$ cat config.mk
export PLATFORM = sky130hd
export DESIGN_NAME = ps2_dev_rx
export DESIGN_NICKNAME = d
export VERILOG_FILES = /design/src/rtl/ps2_dev_rx.sv
export SDC_FILE = /design/constraint.sdc
export NUM_CORES = 1
export LEC_CHECK = 0
export ABC_AREA = 1
export BUFFER_PORTS_ARGS = -buffer_cell sky130_fd_sc_hd__buf_4
export CAP_MARGIN = 20
export CORE_ASPECT_RATIO = 0.5
export CORE_MARGIN = 1
export CORE_UTILIZATION = 53
export DETAILED_ROUTE_END_ITERATION = 16
export HOLD_SLACK_MARGIN = 0.02
export PLACE_DENSITY = 0.68
export SYNTH_ARGS = -nofsm -noshare
export SYNTH_HDL_FRONTEND = slang
export SYNTH_SLANG_ARGS = --single-unit
$ cat constraint.sdc
create_clock -name clk -period 4.37 [get_ports clk]
set_clock_uncertainty 0.05 [all_clocks]
set_input_delay 0.2185 -clock clk [delete_from_list [all_inputs] [get_ports clk]]
set_output_delay 0.2185 -clock clk [all_outputs]
set_load 0.01 [all_outputs]
$ cat src/rtl/ps2_dev_rx.sv
module ps2_dev_rx #(
  parameter int RTS_CYC  = 5000,
  parameter int HALF_CYC = 2000
) (
  input  logic       clk,
  input  logic       rst_n,
  input  logic       enable,
  input  logic       ack_check,
  input  logic       rx_irq_en,
  input  logic       clr_ferr,
  input  logic       clr_ovf,
  input  logic       clr_rxint,
  input  logic       rd_strobe,
  input  logic       clk_in,
  input  logic       dat_in,
  output logic       clk_oe,
  output logic       dat_oe,
  output logic [7:0] rx_byte,
  output logic       rx_parity,
  output logic       frame_err,
  output logic       overrun,
  output logic       rx_int,
  output logic       irq,
  output logic       busy,
  output logic       clk_sync,
  output logic       dat_sync
);
  localparam int RW = $clog2(RTS_CYC + 1);
  localparam int TW = $clog2(HALF_CYC + 1);
  localparam logic [3:0] LAST = 4'd10;

  typedef enum logic [1:0] {S_IDLE, S_LOW, S_HIGH} st_t;

  st_t           st;
  logic [1:0]    cff, dff;
  logic [RW-1:0] rts_cnt;
  logic [TW-1:0] tcnt;
  logic [3:0]    bitk;
  logic [9:0]    shreg;
  logic          unread;

  wire clk_s     = cff[1];
  wire dat_s     = dff[1];
  wire phase_end = (tcnt == TW'(HALF_CYC - 1));
  wire ack_ok    = !ack_check || ((^shreg[8:0]) && shreg[9]);
  wire commit    = enable && (st == S_HIGH) && phase_end && (bitk == LAST);

  assign clk_sync = clk_s;
  assign dat_sync = dat_s;
  assign clk_oe   = (st == S_LOW);
  assign dat_oe   = (st != S_IDLE) && (bitk == LAST) && ack_ok;
  assign busy     = (st != S_IDLE);
  assign irq      = rx_int && rx_irq_en;

  always_ff @(posedge clk or negedge rst_n) begin
    if (!rst_n) begin
      cff <= 2'b11;
      dff <= 2'b11;
      st <= S_IDLE;
      rts_cnt <= '0;
      tcnt <= '0;
      bitk <= '0;
      shreg <= '0;
    end else begin
      cff <= {cff[0], clk_in};
      dff <= {dff[0], dat_in};
      if (!enable) begin
        st <= S_IDLE;
        rts_cnt <= '0;
        tcnt <= '0;
        bitk <= '0;
      end else begin
        case (st)
          S_IDLE: begin
            if (!clk_s) begin
              if (rts_cnt != RW'(RTS_CYC)) rts_cnt <= rts_cnt + 1'b1;
            end else begin
              rts_cnt <= '0;
              if (rts_cnt == RW'(RTS_CYC) && !dat_s) begin
                st <= S_LOW;
                tcnt <= '0;
                bitk <= '0;
              end
            end
          end
          S_LOW: begin
            tcnt <= tcnt + 1'b1;
            if (phase_end) begin
              tcnt <= '0;
              st <= S_HIGH;
            end
          end
          S_HIGH: begin
            tcnt <= tcnt + 1'b1;
            if (phase_end) begin
              tcnt <= '0;
              if (bitk == LAST) begin
                st <= S_IDLE;
                bitk <= '0;
              end else begin
                shreg <= {dat_s, shreg[9:1]};
                bitk <= bitk + 1'b1;
                st <= S_LOW;
              end
            end
          end
          default: st <= S_IDLE;
        endcase
      end
    end
  end

  always_ff @(posedge clk or negedge rst_n) begin
    if (!rst_n) begin
      rx_byte <= '0;
      rx_parity <= 1'b0;
      frame_err <= 1'b0;
      overrun <= 1'b0;
      rx_int <= 1'b0;
      unread <= 1'b0;
    end else begin
      if (commit) begin
        rx_byte <= shreg[7:0];
        rx_parity <= shreg[8];
      end
      if (commit && !shreg[9]) frame_err <= 1'b1;
      else if (clr_ferr) frame_err <= 1'b0;
      if (commit && unread) overrun <= 1'b1;
      else if (clr_ovf) overrun <= 1'b0;
      if (commit && ack_ok) rx_int <= 1'b1;
      else if (clr_rxint) rx_int <= 1'b0;
      if (commit) unread <= 1'b1;
      else if (rd_strobe) unread <= 1'b0;
    end
  end

  assert_start_on_release_R1: assert property (@(posedge clk) disable iff (!rst_n)
    $rose(busy) |-> $past(clk_s) && !$past(dat_s));
  assert_ferr_from_stop_R5: assert property (@(posedge clk) disable iff (!rst_n)
    $rose(frame_err) |-> !$past(shreg[9]));
  assert_ovf_needs_unread_R6: assert property (@(posedge clk) disable iff (!rst_n)
    $rose(overrun) |-> $past(unread));
  assert_int_after_ack_R7: assert property (@(posedge clk) disable iff (!rst_n)
    $rose(rx_int) |-> $past(dat_oe));
  assert_lines_free_off_R10: assert property (@(posedge clk) disable iff (!rst_n)
    !enable |=> !clk_oe && !dat_oe && !busy);
endmodule

Word level (Yosys, flattened, before mapping)
Cells that the tools add are included.

storage, ports and cells
  flip-flop bits (word level) = 57
  bits of input ports = 11
  output and inout bits = 18
  word-level logic and storage cells = 89

cells by class
  $add $sub $neg = 3
  equal/unequal tests = 14
  mux-type cells = 30
  bitwise gates (word level) = 1
  reduce and logical (&&, ||, !) cells = 28

operators by type and width
  cell                     count
  $mux W13                 4
  $mux W11                 4
  $pmux W11 S2             1
  $mux W4                  5
  $add A13 B1 Y13 const B  1
  $eq A13 B13 Y1 const B   1
  $ne A13 B13 Y1 const B   1
  $reduce_and A4 Y1        3
  $add A11 B1 Y11 const B  1
  $eq A11 B11 Y1 const B   1
  $logic_and A1 B1 Y1      11
  $mux W2                  5
  $reduce_bool A2 Y1       5
  $mux W1                  9
  $ne A3 B3 Y1 const B     3
  $reduce_xor A9 Y1        1
  $pmux W4 S2              1
  $ne A3 B1 Y1 const B     2
  $ne A3 B2 Y1 const B     2
  $pmux W2 S3              1
  $add A4 B1 Y4 const B    1
  $eq A4 B4 Y1 const B     1
  $logic_not A1 Y1         3
  $reduce_and A3 Y1        1
  other kinds (8)          8

Logic depth before layout (Yosys ltp)
  word-level depth = 6
  gate-level depth with buffers = 12
  mapped depth without buffers = 12

Least setup slack after synthesis
Ideal clock, no wire load.

  kind = reg2reg
  start point = register tcnt[0]
  end point = register rx_byte[4]
  setup time = 0.119 ns
  arrival time = 1.416 ns
  data required time = 4.201 ns
  slack = 2.785 ns
  cell stages (with the launch flop) = 12
  path buffers = 1
  period minus slack after synthesis = 1.585 ns
  cell sequence = dfrtp_1 ha_1 nand2_1 inv_2 nand2_2 nor2_4 nand2_2 clkinv_2 nand3_4 buf_4 nand2_1 o21ai_2

on the way
  word-level cells in the longest chain between the ends = 3

ends and longest elaborated chain
  item                               RTL line  text
  start: declaration                 37        logic [TW-1:0] tcnt;
  start signal: assignment           87        tcnt <= tcnt + 1'b1;
  start signal: assignment           94        tcnt <= tcnt + 1'b1;
  $eq A11 B11 Y1                     44        wire phase_end = (tcnt == TW'(HALF_CYC - 1));
  $logic_and A1 B1 Y1 (2 in series)  46        wire commit = enable && (st == S_HIGH) && phase_end && (bitk == LAST);
  end signal: assignment             123       rx_byte <= shreg[7:0];
  end: declaration                   18        output logic [7:0] rx_byte,

No other way between the ends.
A chain may end at the register's enable or synchronous reset.

Final worst setup path
  start point = register st[0]
  end point = register rts_cnt[5]

on the way
  word-level cells in the longest chain between the ends = 3

ends and longest elaborated chain
  item                                RTL line  text
  start: declaration                  34        st_t st;
  start signal: assignment            59        st <= S_IDLE;
  start signal: assignment            68        st <= S_IDLE;
  start signal: assignment            80        st <= S_LOW;
  $logic_not A2 Y1                    73        case (st)
  $ne A2 B1 Y1 (no source line)       -
  $reduce_and A2 Y1 (no source line)  -
  end signal: assignment              76        if (rts_cnt != RW'(RTS_CYC)) rts_cnt <= rts_cnt + 1'b1;
  end: declaration                    36        logic [RW-1:0] rts_cnt;

No other way between the ends.

==> impl_metrics.yaml <==
status:
  status: "completed"
worst_setup_path:
  cp_slowest_stage_delay_ns: 0.55
  startpoint_type: "register"
  cp.required_ns: 4.52
  slowest_stage: "o21ai_2"
  worstPathArrival_ns: 2.12
  path_cells: "inv_1 > ha_1 > nor2_2 > o21ai_2 > inv_1 > nand2_1 > o21ai_0"
  rrSetupSlack_ns: 2.40
  worstSetupEndpointType: "register"
  crit_path_start: "st[0]"
  timing.rr.start: "st[0]"
  worstSetupPathType: "register to register"
  crit_path_frequent_cell: "inv_1"
  worstPathMaxFanout: 16
final_layout:
  drive_gt1_share_pct: 18.9
  syn_to_final_growth_pct: 16.9
  design_area_um2: 3850
  antenna_cells: 0
  fin_nets: 469
  stdcell_count: 538
floorplanning:
  start_util_pct: 57.5
  die-area_um2: 6550
  die_y_um: 57.7
  die_x_um: 113
  rows: 19
  io_pins: 29
  core_um2: 5730
drt:
  via_per_inst: 5.16
  drt_first_pass_iters: 5
  drtAntennaViolNets: 0
  drcViolationCount: 0
  finalWirelength_mm: 6.68
  drt-initial-drc-count: 175
  wire_per_inst_um: 12.4
  vias: 2776
sta:
  slew_viol_final: 0
  tightest_slew_ns: 0.723
  period_minus_slack_ns: 1.97
  min_period_over_period_pct: 45.1
  max_freq_mhz: 507
  holdWs_ns: 0.0337
  rsz0062_at_grt: "false"
  relSlewSlack_pct: 51.8
  fin_ws_ns: 2.40
  hold_viol: 0
  tns_ns: 0
  setup_viol: 0
synthesis:
  seq_area_frac_synth_pct: 43.5
  syn_area_per_cell_um2: 7.93
  synth_area_um2: 3290
  ys_ff_latch: 57
  yosysWarnings: 0
  synth_nets: 435
  synth_cells: 415
  yosysUniqueCellTypes: 38
clock_tree:
  clkLatencyLatePin_ns: 0.33
  h-tree-depth: 3
  path_clk_slew_ns: 0.05
  cts.sinks: 57
  cts_tree: "built"
  root_buffer: "clkbuf_16"
  cts_buffers: 9
  cts_buffer_depth: 2
global_routing:
  antenna_found_initial: 0
  grt_usage_pct: 23.2
  grt_pass1_vias: 2684
  grt_pass1_wl_mm: 11.6
  grt_overflow: 0
  grt_max_degree: 58
pwr:
  p_leak_nw: 1.87
  vdd_drop_max_uv: 280
  p_per_area_nw_per_um2: 393
place:
  hpwlAfterDp_mm: 4.69
  pre_cts_slack_ns: 2.44
  dp.cells: 519
  placed_area_um2: 3540
  io_buffers: 28
  routabilityCongestion: 0.838
hold_path:
  hp-class: "input pin to register"
  hp-start: "clr_ovf"
flow_run:
  drv_cap: 0
-- cells by family after synthesis --
group | Yosys count | synth area share, %
flip-flops | 57 | 43.5
adder cells (fa/ha/maj) | 9 | 3.42
buffers and inverters | 65 | 8.48
XOR/XNOR | 12 | 3.19
AND/OR/NAND/NOR | 223 | 31.1
AO/OA/AOI/OAI | 49 | 10.3
-- layout make-up --
type,instances,area (um2)
flip-flops and latches,57,1430
fillers,473,1880
well taps,84,105
multi-input cells,293,1580
inverters,57,215
repair buffers,31,240
clock inverters,3,15.0
clock buffers,13,260
-- registers in the layout, indices dropped and copies added, names as in the netlist --
name / cells
rx_int: 1
frame_err: 1
rx_parity: 1
overrun: 1
shreg: 10
rx_byte: 8
bitk: 4
st: 2
tcnt: 11
cff: 2
unread: 1
dff: 2
rts_cnt: 13
-- layer usage --
metal	global-route usage, %	routed length (um)	vias to the layer above
li1	-	-	1409
met1	28.0	3250	1311
met2	39.5	3070	50
met3	8.37	310	6
met4	7.71	58	0
met5	0	0	-
-- power breakdown --
part	switching, mW	internal, mW
Combinational	0.209	0.0881
Clock	0.224	0.410
Sequential	0.0265	0.553
-- through the flow --
stage,util [%],power (mW)
floorplan,-,0.802
global placement,61.8,0.875
detailed placement,61.8,0.882
CTS,67.2,1.53
global route,67.2,1.59
finish,67.2,1.51
-- placed cells by master (no fill, tap or decap), types with 3 or more instances in the layout --
cell type and n:
inv_1 49, dlygate4sd3_1 3, nand2_1 108, buf_4 28, o21ai_1 17, dfstp_2 4
clkinv_2 4, o21ai_0 8, xor2_1 10, o21ai_2 16, nor2_1 32, dfrtp_1 53
nand4_1 9, inv_2 6, clkbuf_16 9, nand2_2 3, nor4_1 3, nand3_1 46
ha_1 9, nor3_1 11
-- critical path: cells and delay by family, from the launching register on --
kind | cells | cell delay (ns)
buffers and inverters | 2 | 0.37
flip-flops | 1 | 0.41
adder cells (fa/ha/maj) | 1 | 0.21
AO/OA/AOI/OAI | 2 | 0.63
AND/OR/NAND/NOR | 2 | 0.18
-- cells in the mapped netlist, drive strengths merged --
master | number | area [um2]
nand2 | 112 | 435
ha | 9 | 113
o211ai | 1 | 12.5
inv | 55 | 206
dfrtp | 53 | 1330
nor3 | 14 | 91.3
clkinv | 2 | 8.75
nand3 | 48 | 258
buf | 8 | 63.8
a21oi | 3 | 30.0
o21bai | 1 | 7.51
dfstp | 4 | 105
nand4 | 10 | 68.8
nor3b | 1 | 7.51
nor2 | 35 | 144
o22ai | 3 | 25.0
nor4 | 3 | 18.8
o21ai | 41 | 265
xnor2 | 2 | 17.5
xor2 | 10 | 87.6
-- path summary, 6_finish.rpt --
check / to / cells past startpoint
max: rts_cnt[5] / 7
min in group asynchronous: rx_byte[0] / 2
max reg2reg: rts_cnt[5] / 7
min: overrun / 2
max in group asynchronous: rts_cnt[7] / 2
min reg2reg: dff[1] / 0
-- repair_timing --
item / in CTS / in global routing
setup buffers: 0 / 0
endpoints found under the setup margin: 0 / 0
resized for setup: 0 / 0
hold buffers: 3 / 0
hold endpoints to repair: 55 / 0
Power figures use the tool's default switching activity.
